<file path="src/rtl/pmr_pkg.sv">
package pmr_pkg;

    localparam int PMR_WORD_AW  = 20;
    localparam int PMR_REQ_AW   = PMR_WORD_AW + 1;
    localparam int PMR_DW       = 16;
    localparam int PMR_LANE_W   = 8;
    localparam int PMR_INPAGE_W = 3;
    localparam int PMR_PAGE_W   = PMR_WORD_AW - PMR_INPAGE_W;

    typedef enum logic [1:0] {
        ST_IDLE   = 2'd0,
        ST_TURN   = 2'd1,
        ST_ACCESS = 2'd2
    } pmr_state_e;

    typedef struct packed {
        logic [PMR_WORD_AW-1:0] word_addr;
        logic                   lsb;
    } pmr_loc_t;

    function automatic pmr_loc_t pmr_decode(input logic [PMR_REQ_AW-1:0] a,
                                            input logic byte_mode);
        pmr_loc_t l;
        if (byte_mode) begin
            l.word_addr = a[PMR_REQ_AW-1:1];
            l.lsb       = a[0];
        end else begin
            l.word_addr = a[PMR_WORD_AW-1:0];
            l.lsb       = 1'b0;
        end
        return l;
    endfunction

    function automatic logic [PMR_PAGE_W-1:0] pmr_page_of(input logic [PMR_WORD_AW-1:0] wa);
        return wa[PMR_WORD_AW-1:PMR_INPAGE_W];
    endfunction

endpackage

</file>
<file path="src/rtl/pmr_wait_timer.sv">
module pmr_wait_timer #(
    parameter int CNT_W = 4
) (
    input  logic             clk,
    input  logic             rst,
    input  logic             load,
    input  logic [CNT_W-1:0] load_val,
    output logic             zero
);
    logic [CNT_W-1:0] cnt_q;

    always_ff @(posedge clk) begin
        if (rst)                cnt_q <= '0;
        else if (load)          cnt_q <= load_val;
        else if (cnt_q != '0)   cnt_q <= cnt_q - 1'b1;
    end

    assign zero = (cnt_q == '0);
endmodule

</file>
<file path="src/rtl/pmr_idle_timer.sv">
module pmr_idle_timer #(
    parameter int LIMIT = 16,
    parameter int CNT_W = 5
) (
    input  logic clk,
    input  logic rst,
    input  logic count_en,
    output logic expire
);
    logic [CNT_W-1:0] cnt_q;

    assign expire = count_en && (cnt_q == CNT_W'(LIMIT - 1));

    always_ff @(posedge clk) begin
        if (rst || !count_en || expire) cnt_q <= '0;
        else                            cnt_q <= cnt_q + 1'b1;
    end
endmodule

</file>
<file path="src/rtl/pmr_page_tracker.sv">
module pmr_page_tracker
    import pmr_pkg::*;
(
    input  logic                  clk,
    input  logic                  rst,
    input  logic                  clr,
    input  logic                  set,
    input  logic [PMR_PAGE_W-1:0] set_page,
    input  logic                  set_mode,
    input  logic [PMR_PAGE_W-1:0] q_page,
    input  logic                  q_mode,
    output logic                  hit
);
    logic                  open_q;
    logic [PMR_PAGE_W-1:0] page_q;
    logic                  mode_q;

    always_ff @(posedge clk) begin
        if (rst || clr) begin
            open_q <= 1'b0;
            page_q <= '0;
            mode_q <= 1'b0;
        end else if (set) begin
            open_q <= 1'b1;
            page_q <= set_page;
            mode_q <= set_mode;
        end
    end

    assign hit = open_q && (page_q == q_page) && (mode_q == q_mode);
endmodule

</file>
<file path="src/rtl/pmr_lane_unpack.sv">
module pmr_lane_unpack #(
    parameter int DW     = 16,
    parameter int LANE_W = 8
) (
    input  logic          byte_mode,
    input  logic [DW-1:0] dq,
    output logic [DW-1:0] data
);
    localparam int LANES = DW / LANE_W;

    assign data[LANE_W-1:0] = dq[LANE_W-1:0];

    for (genvar g = 1; g < LANES; g++) begin : g_upper
        assign data[g*LANE_W +: LANE_W] = byte_mode ? '0 : dq[g*LANE_W +: LANE_W];
    end
endmodule

</file>
<file path="src/rtl/pmr_reader.sv">
module pmr_reader
    import pmr_pkg::*;
#(
    parameter int MISS_WAIT    = 6,
    parameter int HIT_WAIT     = 3,
    parameter int TURN_CYC     = 2,
    parameter int IDLE_TIMEOUT = 16
) (
    input  logic                   clk,
    input  logic                   rst,
    input  logic                   req_valid,
    output logic                   req_ready,
    input  logic [PMR_REQ_AW-1:0]  req_addr,
    input  logic                   req_byte,
    output logic                   rsp_valid,
    output logic [PMR_DW-1:0]      rsp_data,
    output logic [PMR_WORD_AW-1:0] rom_addr,
    output logic                   rom_ce_n,
    output logic                   rom_oe_n,
    output logic                   rom_byte_n,
    input  logic [PMR_DW-1:0]      rom_dq_i,
    output logic                   rom_amin1_o,
    output logic                   rom_amin1_oe
);
    localparam int TMR_MAX = (MISS_WAIT > TURN_CYC) ? MISS_WAIT : TURN_CYC;
    localparam int TMR_W   = $clog2(TMR_MAX + 1);
    localparam int IDLE_W  = $clog2(IDLE_TIMEOUT + 1);

    pmr_state_e          state_q;
    pmr_loc_t            loc_q;
    pmr_loc_t            req_loc;
    logic                mode_q;
    logic                ce_n_q, oe_n_q, a1oe_q;
    logic                rsp_valid_q;
    logic [PMR_DW-1:0]   rsp_data_q;
    logic [PMR_DW-1:0]   lane_data;

    logic                accept, mode_switch, page_hit;
    logic                tmr_load, tmr_zero;
    logic [TMR_W-1:0]    tmr_val;
    logic                idle_en, idle_expire;
    logic                trk_clr, trk_set;

    assign req_loc     = pmr_decode(req_addr, req_byte);
    assign accept      = (state_q == ST_IDLE) && req_valid;
    assign mode_switch = (req_byte != mode_q);

    // wait-state selection
    always_comb begin
        tmr_load = 1'b0;
        tmr_val  = '0;
        if (accept) begin
            tmr_load = 1'b1;
            if (mode_switch)   tmr_val = TMR_W'(TURN_CYC - 1);
            else if (page_hit) tmr_val = TMR_W'(HIT_WAIT - 1);
            else               tmr_val = TMR_W'(MISS_WAIT - 1);
        end else if ((state_q == ST_TURN) && tmr_zero) begin
            tmr_load = 1'b1;
            tmr_val  = TMR_W'(MISS_WAIT - 1);
        end
    end

    pmr_wait_timer #(.CNT_W(TMR_W)) u_wait (
        .clk      (clk),
        .rst      (rst),
        .load     (tmr_load),
        .load_val (tmr_val),
        .zero     (tmr_zero)
    );

    assign idle_en = (state_q == ST_IDLE) && !req_valid && !ce_n_q;

    pmr_idle_timer #(.LIMIT(IDLE_TIMEOUT), .CNT_W(IDLE_W)) u_idle (
        .clk      (clk),
        .rst      (rst),
        .count_en (idle_en),
        .expire   (idle_expire)
    );

    assign trk_clr = (accept && mode_switch) || idle_expire;
    assign trk_set = (state_q == ST_ACCESS) && tmr_zero;

    pmr_page_tracker u_trk (
        .clk      (clk),
        .rst      (rst),
        .clr      (trk_clr),
        .set      (trk_set),
        .set_page (pmr_page_of(loc_q.word_addr)),
        .set_mode (mode_q),
        .q_page   (pmr_page_of(req_loc.word_addr)),
        .q_mode   (req_byte),
        .hit      (page_hit)
    );

    pmr_lane_unpack #(.DW(PMR_DW), .LANE_W(PMR_LANE_W)) u_lane (
        .byte_mode (mode_q),
        .dq        (rom_dq_i),
        .data      (lane_data)
    );

    always_ff @(posedge clk) begin
        if (rst) begin
            state_q     <= ST_IDLE;
            loc_q       <= '0;
            mode_q      <= 1'b0;
            ce_n_q      <= 1'b1;
            oe_n_q      <= 1'b1;
            a1oe_q      <= 1'b0;
            rsp_valid_q <= 1'b0;
            rsp_data_q  <= '0;
        end else begin
            rsp_valid_q <= 1'b0;
            unique case (state_q)
                ST_IDLE: begin
                    if (req_valid) begin
                        loc_q  <= req_loc;
                        mode_q <= req_byte;
                        if (mode_switch) begin
                            state_q <= ST_TURN;
                            ce_n_q  <= 1'b1;
                            oe_n_q  <= 1'b1;
                            a1oe_q  <= 1'b0;
                        end else begin
                            state_q <= ST_ACCESS;
                            ce_n_q  <= 1'b0;
                            oe_n_q  <= 1'b0;
                            a1oe_q  <= req_byte;
                        end
                    end else if (idle_expire) begin
                        ce_n_q <= 1'b1;
                    end
                end
                ST_TURN: begin
                    if (tmr_zero) begin
                        state_q <= ST_ACCESS;
                        ce_n_q  <= 1'b0;
                        oe_n_q  <= 1'b0;
                        a1oe_q  <= mode_q;
                    end
                end
                ST_ACCESS: begin
                    if (tmr_zero) begin
                        state_q     <= ST_IDLE;
                        oe_n_q      <= 1'b1;
                        rsp_valid_q <= 1'b1;
                        rsp_data_q  <= lane_data;
                    end
                end
                default: state_q <= ST_IDLE;
            endcase
        end
    end

    assign req_ready    = (state_q == ST_IDLE);
    assign rsp_valid    = rsp_valid_q;
    assign rsp_data     = rsp_data_q;
    assign rom_addr     = loc_q.word_addr;
    assign rom_amin1_o  = loc_q.lsb;
    assign rom_amin1_oe = a1oe_q;
    assign rom_ce_n     = ce_n_q;
    assign rom_oe_n     = oe_n_q;
    assign rom_byte_n   = !mode_q;
endmodule

</file>
<file path="config.mk">
export PLATFORM = sky130hd
export DESIGN_NAME = pmr_reader
export DESIGN_NICKNAME = d
export VERILOG_FILES = /design/src/rtl/pmr_pkg.sv /design/src/rtl/pmr_wait_timer.sv /design/src/rtl/pmr_idle_timer.sv /design/src/rtl/pmr_page_tracker.sv /design/src/rtl/pmr_lane_unpack.sv /design/src/rtl/pmr_reader.sv
export SDC_FILE = /design/constraint.sdc
export NUM_CORES = 1
export LEC_CHECK = 0
export BUFFER_PORTS_ARGS = -buffer_cell sky130_fd_sc_hd__buf_2
export CAP_MARGIN = 20
export CORE_MARGIN = 2
export CORE_UTILIZATION = 52
export DETAILED_ROUTE_END_ITERATION = 10
export GPL_TIMING_DRIVEN = 0
export PLACE_DENSITY_LB_ADDON = 0.08
export SLEW_MARGIN = 40
export SYNTH_ARGS = -nofsm -noshare
export SYNTH_HDL_FRONTEND = slang
export SYNTH_SLANG_ARGS = --single-unit
</file>
<file path="constraint.sdc">
create_clock -name clk -period 2.3 [get_ports clk]
set_input_delay 0.345 -clock clk [delete_from_list [all_inputs] [get_ports clk]]
set_output_delay 0.345 -clock clk [all_outputs]
set_load 0.02 [all_outputs]
</file>
# Yosys cells after proc, flatten, opt, wreduce, memory -nomap -nowiden
# Index checks and enable logic that the tools add are counted.
# classes
addsub,2
n_eq_ne,10
muxes,28
n_bitwise,1
reduce_logical,30
# ops
cell,count
2-to-1 mux 21 bit,1
2-to-1 mux 3 bit,6
== test 17 bit,1
2-to-1 mux 1 bit,12
logical AND 1 bit,9
AND reduction 3 bit,3
2-to-1 mux 2 bit,4
2-to-1 mux 8 bit,1
inequality test 2 bit (second input constant),3
one-hot mux 2 bit (3 select lines),1
nonzero test 3 bit,2
adder 5 x 1 -> 5 bit (second input constant),1
== test 5 x 4 -> 1 bit (second input constant),1
logical NOT 1 bit,4
logical OR 1 bit,4
one-hot mux 1 bit (2 select lines),2
AND reduction 2 bit,2
AND reduction 4 bit,1
nonzero test 2 bit,2
logical NOT 3 bit,1
inequality test 3 x 2 -> 1 bit (second input constant),1
one-hot mux 1 bit (3 select lines),1
subtractor 3 x 1 -> 3 bit (second input constant),1
== test 2 x 1 -> 1 bit (second input constant),1
6 further kinds,6
# word_totals
reg_bits,71
out_inout_bits,43

# Logic depth before layout (Yosys ltp)
# Gate-level depths: netlist (run 1).
# logic_depth
depth_word,8
mapped_depth,9
mapped_depth_nobuf,7

# Cells and area by module
# Synthesis (run 1) repeated with hierarchy kept, for this count alone.
# unflattened
cells_unflattened,386
hier_area_um2,3629.7
# modules_own_cells
mod,instances,cells_per_inst,area_per_inst_um2,seq_area_each_um2
pmr_reader,1,241,2234.6,880.8
pmr_page_tracker,1,86,862.1,380.4
pmr_idle_timer,1,21,216.5,100.1
pmr_wait_timer,1,22,206.4,60.1
pmr_lane_unpack,1,16,110.1,0.0

# Least setup slack after synthesis (run 1)
# OpenSTA, ideal clock, no wires.
# synth_path
path_kind,register to register
start,register state_q[0]
end,register loc_q (netlist bit rom_addr[4])
setup_time_ns,0.086
arrival_time_ns,1.683
path_slack_ns,0.532
stages_incl_launch_ff,8
path_buffers,2
period_less_slack_ns,1.768
cell_sequence,dfxtp_1 -> inv_1 -> ha_1 -> and2_1 -> clkbuf_1 -> clkbuf_1 -> nor2_1 -> a211oi_1
# synth_via
elab_chain_cells,2
# synth_lines
element,line_no,source
from (decl),pmr_reader.sv:29,pmr_state_e state_q;
from (signal assigned),pmr_reader.sv:103,state_q <= ST_IDLE;
from (signal assigned),pmr_reader.sv:119,state_q <= ST_TURN;
from (signal assigned),pmr_reader.sv:124,state_q <= ST_ACCESS;
logical NOT 2 bit,n/a,
named net req_ready,pmr_reader.sv:12,"output logic req_ready,"
AND reduction 2 bit (no line),n/a,
to (signal assigned),pmr_reader.sv:116,loc_q <= req_loc;
to (decl),pmr_reader.sv:30,pmr_loc_t loc_q;
# The timed path passes the listed nets, and every way through them passes these cells.
# A chain may end at the register's enable or synchronous reset.

# Final worst setup path (run 1)
# layout_path
start,register u_idle.cnt_q[0]
end,register u_trk.page_q[10]
# layout_via
elab_chain_cells,4
# layout_lines
element,line_no,source
from (decl),pmr_idle_timer.sv:10,logic [CNT_W-1:0] cnt_q;
from (signal assigned),pmr_idle_timer.sv:16,else cnt_q <= cnt_q + 1'b1;
== test 5 x 4 -> 1 bit,pmr_idle_timer.sv:12,assign expire = count_en && (cnt_q == CNT_W'(LIMIT - 1));
logical AND 1 bit,pmr_idle_timer.sv:12,
logical OR 1 bit,pmr_reader.sv:80,assign trk_clr = (accept && mode_switch) || idle_expire;
logical OR 1 bit,pmr_page_tracker.sv:19,if (rst || clr) begin
to (signal assigned),pmr_page_tracker.sv:25,page_q <= set_page;
to (decl),pmr_page_tracker.sv:15,logic [PMR_PAGE_W-1:0] page_q;
# Every way passes these cells.

==> metrics.md, run 1 <==
| Metric | Value |
|---|---|
| Final period utilization | 0.911 |
| WL/cell | approximately 15 µm |
| Worst setup EP type | flip-flop |
| Status | completed |
| Layout Utilization | 0.669 |
| Pleak | approximately 1.7 nW |
| Largest net degree at the start of global routing | 13 |
| Synth Instances | 364 |
| Top cells by area, synth | dfxtp_1 45%, nand2_1 7.3%, mux2i_1 6.9% |
| Ys flop type | dfxtp_1 |
| Die area | 6740 µm² |
| Worst-skew pair later-pin latency | 0.35 ns |
| Clock H-tree levels | 3 |
| Post-synthesis compound-gate area fraction | 0.152 |
| Mux cell area share after synthesis | 0.0861 |
| Max Clock Skew | slightly below 0.007 ns |
| Largest family of logic cells by synthesized area | simple AND/OR/NAND/NOR gates |
| Post-synth EDFFs | 0 |
| Post-synth design cell area | 3170 µm² |
| Root buf cell | clkbuf_8 |
| Routability cong. | 0.829 |
| Pins over their slew limit | 0 |
| Startpoint Class | flip-flop |
| Longest Clk Path Bufs | 2 |
| Initial DRT Pass Iterations | 4 |
| Share of cells above drive strength 1 | 0.251 |
| Gr usage total | 0.246 |
| Die width | 82.1 µm |
| Mean Syn Cell Area | between 8 and 9 µm² |
| Max Cap Viol | 0 |
| DR vias | 2884 |
| # diodes | 0 |
| Slew Limit Headroom | 0.619 |
| Crit-path max FO | 10 |
| Post-synth top cells | 71 x dfxtp_1, 62 x nand2_1, 40 x a21oi_1, 40 x nor2_1, 23 x a211oi_1 |
| # DRC | 0 |
| CTS buffer count | 9 |
| Core ar. | 5920 µm² |
| Initial antenna violation count | 0 |
| Reg clk slew, reported paths | 0.07 ns |
| Final worst-path setup slack | 0.204 ns |
| Unrepaired setup endpoints after global routing | false |
| Part of the Yosys area used for sequential elements | 0.448 |
| Worst path required time | 2.52 ns |
| Die height | 82.1 µm |
| Synth warn | 0 |
| Final ANT Viol Nets | 0 |
| Final worst path period need | ~2.1 ns |
| Most area-hungry cell type in the Yosys netlist | dfxtp_1 |
| R2r setup slk | 0.20 ns |
| Critical path class | flip-flop to flip-flop |
| Setup bufs post-CTS | 0 |
| Vias in the first global route | 2564 |
| Fin. Hold Viols | 0 |
| Std cell rows | 28 |
| CTS tree | yes |
| Critical path arrival | about 2.3 ns |
| HPWL after DPL | 5610 µm |
| Port Buf Inserts | between 80 and 90 |
| Fmax | 477 MHz |
| Pwr/cell area | 1130 nW/µm² |
| Area Growth Syn to Fin | 24.9% |
| Worst VDD drop | slightly above 0.0007 V |
| Post-synthesis adder-cell area fraction | 0.0316 |
| #FFs+latches synth | slightly above 70 |
| Most common cell in the synthesized netlist | dfxtp_1 |
| # setup viols final | 0 |
| Vias per Instance | 5.37 |
| Final WL | 7930 µm |
| Remaining global-route overflow | 0 |
| Min-delay worst type | input pin to flip-flop |
| Syn Nets | 413 |
| Simple-gate portion of the synthesized area | 0.185 |
| XOR/XNOR share of the synthesized area | 0.0497 |
| Sink Count | 71 |
| TNS Setup | 0 ns |
| I/O pin count | between 80 and 90 |
| First-pass GRT wire length | approximately 12000 µm |
| Initial DRC count | 141 |
| Slew of the pin with the lowest slew margin | 0.571 ns |
| Pre-CTS setup slack | approximately 0.11 ns |
| Yosys top cell area share | 0.448 |
| NumNets Final | 506 |
| Initial Util | 0.535 |
| Async S/R FF share, synth | 0 |
| Synth cell types | 38 |
## per-stage QoR
stage	instance area [µm²]	hold slack (ns)	instances	total power, mW
after global placement	3680	0.433	522	3.10
final	3960	0.224	537	4.49
after CTS	3960	0.216	538	4.50
after global routing	3960	0.212	537	4.74
after detailed placement	3680	0.446	522	3.12
after floorplan	3170	0.418	364	2.67
## layout make-up
cell class	count	area (µm²)
fill	513	1960
multi-input combinational	261	1600
sequential	71	1420
timing repair buffer	83	415
clock buffer	11	151
clock inverter	5	128
buffer	22	116
tap	75	93.8
inverter	9	33.8
## routing by layer
layer,track usage,share of wire
met1,0.324,0.46
met2,0.386,0.48
met3,0.0604,0.049
met5,0,0
met4,0.0983,0.017
## layout by cell type, fill, tap and decap left out, types with 3 or more instances in the layout
cell type,n
a211oi_1,23
a21oi_1,40
and3_1,10
buf_2,86
bufinv_16,4
clkbuf_1,14
clkbuf_8,11
dfxtp_1,71
ha_1,8
inv_1,9
mux2i_1,22
mux2i_2,3
nand2_1,62
nand2b_1,3
nand3_1,5
nor2_1,40
nor3_1,3
nor4_2,3
xnor2_1,17
## final timing paths
path | from | end | cells after the start
worst max-delay path | u_idle.cnt_q[0]$_SDFF_PP0_ | u_trk.page_q[10]$_SDFFE_PP0P_ | 8
worst min register to register | rsp_data[0]$_SDFFE_PP0P_ | rsp_data[0]$_SDFFE_PP0P_ | 2
worst min-delay path | rom_dq_i[7] | rsp_data[7]$_SDFFE_PP0P_ | 3
worst max register to register | u_idle.cnt_q[0]$_SDFF_PP0_ | u_trk.page_q[10]$_SDFFE_PP0P_ | 8
## flip-flops by register name (all words and copies together), names as in the netlist, 2 cells and up
| name | flops |
|---|---|
| state_q | 2 |
| u_trk.page_q | 17 |
| u_idle.cnt_q | 5 |
| u_wait.cnt_q | 3 |
| rsp_data | 16 |
| rom_addr | 20 |
## cell families (layout without fill, tap and decap cells)
| kind of cell | Yosys count | after routing |
|---|---|---|
| buffers and inverters | 32 | 130 |
| AOI/OAI and AO/OA | 76 | 76 |
| DFF | 71 | 71 |
| and+or+nand+nor | 133 | 133 |
| adders and majority gates | 8 | 8 |
| xor gates and xnor gates | 18 | 18 |
| muxes | 26 | 26 |
## critical path, cell delays in order (launching register included)
cell and delay [ns]:
dfxtp_1 0.36, ha_1 0.18, and3_1 0.16, ha_1 0.17, a22o_1 0.13, nand2_1 0.07
nand2_1 0.36, clkbuf_1 0.43, a21oi_1 0.09
## power breakdown
part / internal, mW / leakage, nW / switching, mW
logic: 0.542 / 0.977 / 0.966
clock network: 0.889 / 0.136 / 0.477
registers: 1.46 / 0.580 / 0.153
## repair_timing
item	CTS	global route
resized for setup	0	5
hold endpoints to repair	0	0
setup endpoints to repair	0	27
hold buffers	0	0
(Power assumes the default switching activity.)
==> run 2, diff against run 1 <==
--- a/config.mk
+++ b/config.mk
@@ -13,4 +13,5 @@
 export GPL_TIMING_DRIVEN = 0
 export PLACE_DENSITY_LB_ADDON = 0.08
+export REMOVE_ABC_BUFFERS = 1
 export SLEW_MARGIN = 40
 export SYNTH_ARGS = -nofsm -noshare
==> constraint.sdc (replaced) <==
create_clock -name clk -period 2.3 [get_ports clk]
set_input_delay 0.345 -clock clk [delete_from_list [all_inputs] [get_ports clk]]
set_output_delay 0.345 -clock clk [all_outputs]
set_load 0.1 [all_outputs]
==> metrics.md, run 2 (same netlist as run 1, synthesis figures left out) <==
| Metric | Value |
|---|---|
| Fmax | 470 MHz (-1.6%) |
| Worst setup EP type | flip-flop |
| Worst path required time | 2.53 ns (about the same) |
| TNS Setup | 0 ns (unchanged) |
| Worst VDD drop | 0.000729 V (+1.5%) |
| Number of fill cells | 523 (+1.9%) |
| Largest net degree at the start of global routing | 36 (+23) |
| Int Power | 2.63 mW (-9.1%) |
| First-pass GRT wire length | 11600 µm (-5.5%) |
| Final worst-path setup slack | 0.170 ns (-0.0340 ns) |
| Pleak | 1.64 nW (-3.3%) |
| Sw Ratio | 0.500 (+0.144) |
| RR Startpoint | u_wait.cnt_q[0]$_SDFFE_PP0P_ |
| Die area | 6740 µm² (unchanged) |
| Hold buffers post-CTS | 0 (unchanged) |
| Slowest stage delay, CP | 0.56 ns (+0.13 ns) |
| Fin. Hold Viols | 0 (unchanged) |
| WL/cell | 14.1 µm (-4.9%) |
| # diodes | 0 (unchanged) |
| Initial DRC count | 127 (-9.9%) |
| Slew of the pin with the lowest slew margin | 0.752 ns (+0.181 ns) |
| Sink Count | 71 (unchanged) |
| Fin Hold WS | 0.202 ns (-0.0220 ns) |
| Commonest cells after routing, fill and taps aside | 82 x buf_2, 71 x dfxtp_1, 61 x nand2_1 |
| Longest Clk Path Bufs | 2 (unchanged) |
| Pwr/cell area | 1360 nW/µm² (+20%) |
| Global routing's busiest layer | met2 |
| Gr usage total | 0.225 (-0.0214) |
| Layout Utilization | 0.651 (-0.0178) |
| M2 GR Usage | 0.392 (+0.00569) |
| Clock H-tree levels | 3 (unchanged) |
| GR Layer Usage met1 | 0.279 (-0.0448) |
| Startpoint Class | input pin |
| M3 GR Usage | 0.0385 (-0.0220) |
| Final WL | 7280 µm (-8.2%) |
| Buf/Inv on CP | 1 (unchanged) |
| Critical-path cell list | clkbuf_4 > mux2i_1 > xnor2_1 > nor4_1 > nand2_1 > o41a_1 |
| Std cell rows | 28 (unchanged) |
| Area Growth Syn to Fin | 21.6% |
| Die height | 82.1 µm (unchanged) |
| # setup viols final | 0 (unchanged) |
| Clock share of power | 0.210 (-0.094) |
| Number of flip-flops in the largest register | 20 (unchanged) |
| Vias in the first global route | 2489 (-2.9%) |
| Sequential share of power | 0.306 (-0.054) |
| Routability cong. | 0.743 (-10%) |
| Hold Crit Start | rst |
| Vias per Instance | 5.31 (-1.1%) |
| Worst Setup SP | req_byte |
| Die width | 82.1 µm (unchanged) |
| CP top delay family | simple AND/OR/NAND/NOR gates |
| CTS tree | yes |
| Most common cell after layout, fill and taps aside | buf_2 |
| Initial antenna violation count | 0 (unchanged) |
| DR vias | 2752 (-4.6%) |
| Port Buf Inserts | 83 (unchanged) |
| Root buf cell | clkbuf_8 |
| Fin area | 3850 µm² (-2.7%) |
| Area post-placement | 3630 µm² (-1.4%) |
| Status | completed |
| CTS resizes | 0 (unchanged) |
| Pre-CTS setup slack | -0.344 ns (-0.449 ns) |
| Sw Pwr | 2.63 mW (+65%) |
| Initial Util | 0.535 (unchanged) |
| Worst-skew pair later-pin latency | 0.34 ns (about the same) |
| Final worst path period need | 2.13 ns (+0.0340 ns) |
| Core ar. | 5920 µm² (unchanged) |
| Pins over their slew limit | 0 (unchanged) |
| Setup bufs post-CTS | 0 (unchanged) |
| Slew Limit Headroom | 0.498 (-0.122) |
| Max Cap Viol | 0 (unchanged) |
| Max Clock Skew | 0.00920 ns (+0.00226 ns) |
| I/O pin count | 84 (unchanged) |
| NumNets Final | 487 (-3.8%) |
| Crit-path max FO | 24 (+14) |
| Critical path class | input pin to flip-flop |
| Unrepaired setup endpoints after global routing | false |
| Initial DRT Pass Iterations | 4 (unchanged) |
| # DRC | 0 (unchanged) |
| Share of cells above drive strength 1 | 0.253 (+0.00174) |
| HPWL after DPL | 5010 µm (-11%) |
| Final ANT Viol Nets | 0 (unchanged) |
| Min-delay worst type | input pin to flip-flop |
| Remaining global-route overflow | 0 (unchanged) |
| CTS buffer count | 9 (unchanged) |
| Combinational share of power | 0.484 (+0.148) |
| Slowest cell on the critical path | nor4_1 |
| Final period utilization | 0.926 (+0.0148) |
| Critical path arrival | 2.35 ns (+0.04 ns) |
| Reg clk slew, reported paths | 0.08 ns (about the same) |
## run 2: cell type report
| type | instances | area (µm²) | share of cell area |
|---|---|---|---|
| well taps | 75 | 93.8 | 0.0244 |
| inverters | 9 | 33.8 | 0.00877 |
| multi-input cells | 261 | 1600 | 0.416 |
| repair buffers | 86 | 480 | 0.125 |
| flip-flops and latches | 71 | 1420 | 0.369 |
| clock buffers | 11 | 141 | 0.0367 |
| clock inverters | 5 | 81.3 | 0.0211 |
## run 2: worst paths after layout
kind,to,slack [ns],cells after the start
hold reg to reg,rsp_data[7]$_SDFFE_PP0P_,0.45,2
setup / recovery,u_wait.cnt_q[0]$_SDFFE_PP0P_,0.17,6
setup reg to reg,rsp_data[14]$_SDFFE_PP0P_,0.22,7
hold / removal,rsp_data[9]$_SDFFE_PP0P_,0.20,2
## run 2: stage by stage
| stage | std cells | power [mW] |
|---|---|---|
| 6_report | 518 | 5.26 |
| 3_3_place_gp | 499 | 4.10 |
| 5_1_grt | 518 | 5.53 |
| 2_1_floorplan | 341 | 3.69 |
| 4_1_cts | 518 | 5.29 |
| 3_5_place_dp | 502 | 4.18 |
## run 2: per-layer routing
layer / vias to the layer above / wire length (µm)
li1: 1393 / -
met1: 1299 / 3340
met2: 54 / 3630
met3: 6 / 244
met4: 0 / 61
met5: - / 0
## run 2: power groups by stage
stage                     Sequential (mW)  Clock, mW  Combinational (mW)
after floorplan                      2.82          0               0.871
after global placement               1.63          0                2.48
after detailed placement             1.64          0                2.55
after CTS                            1.61       1.12                2.56
after global routing                 1.64       1.18                2.71
final                                1.61       1.11                2.54
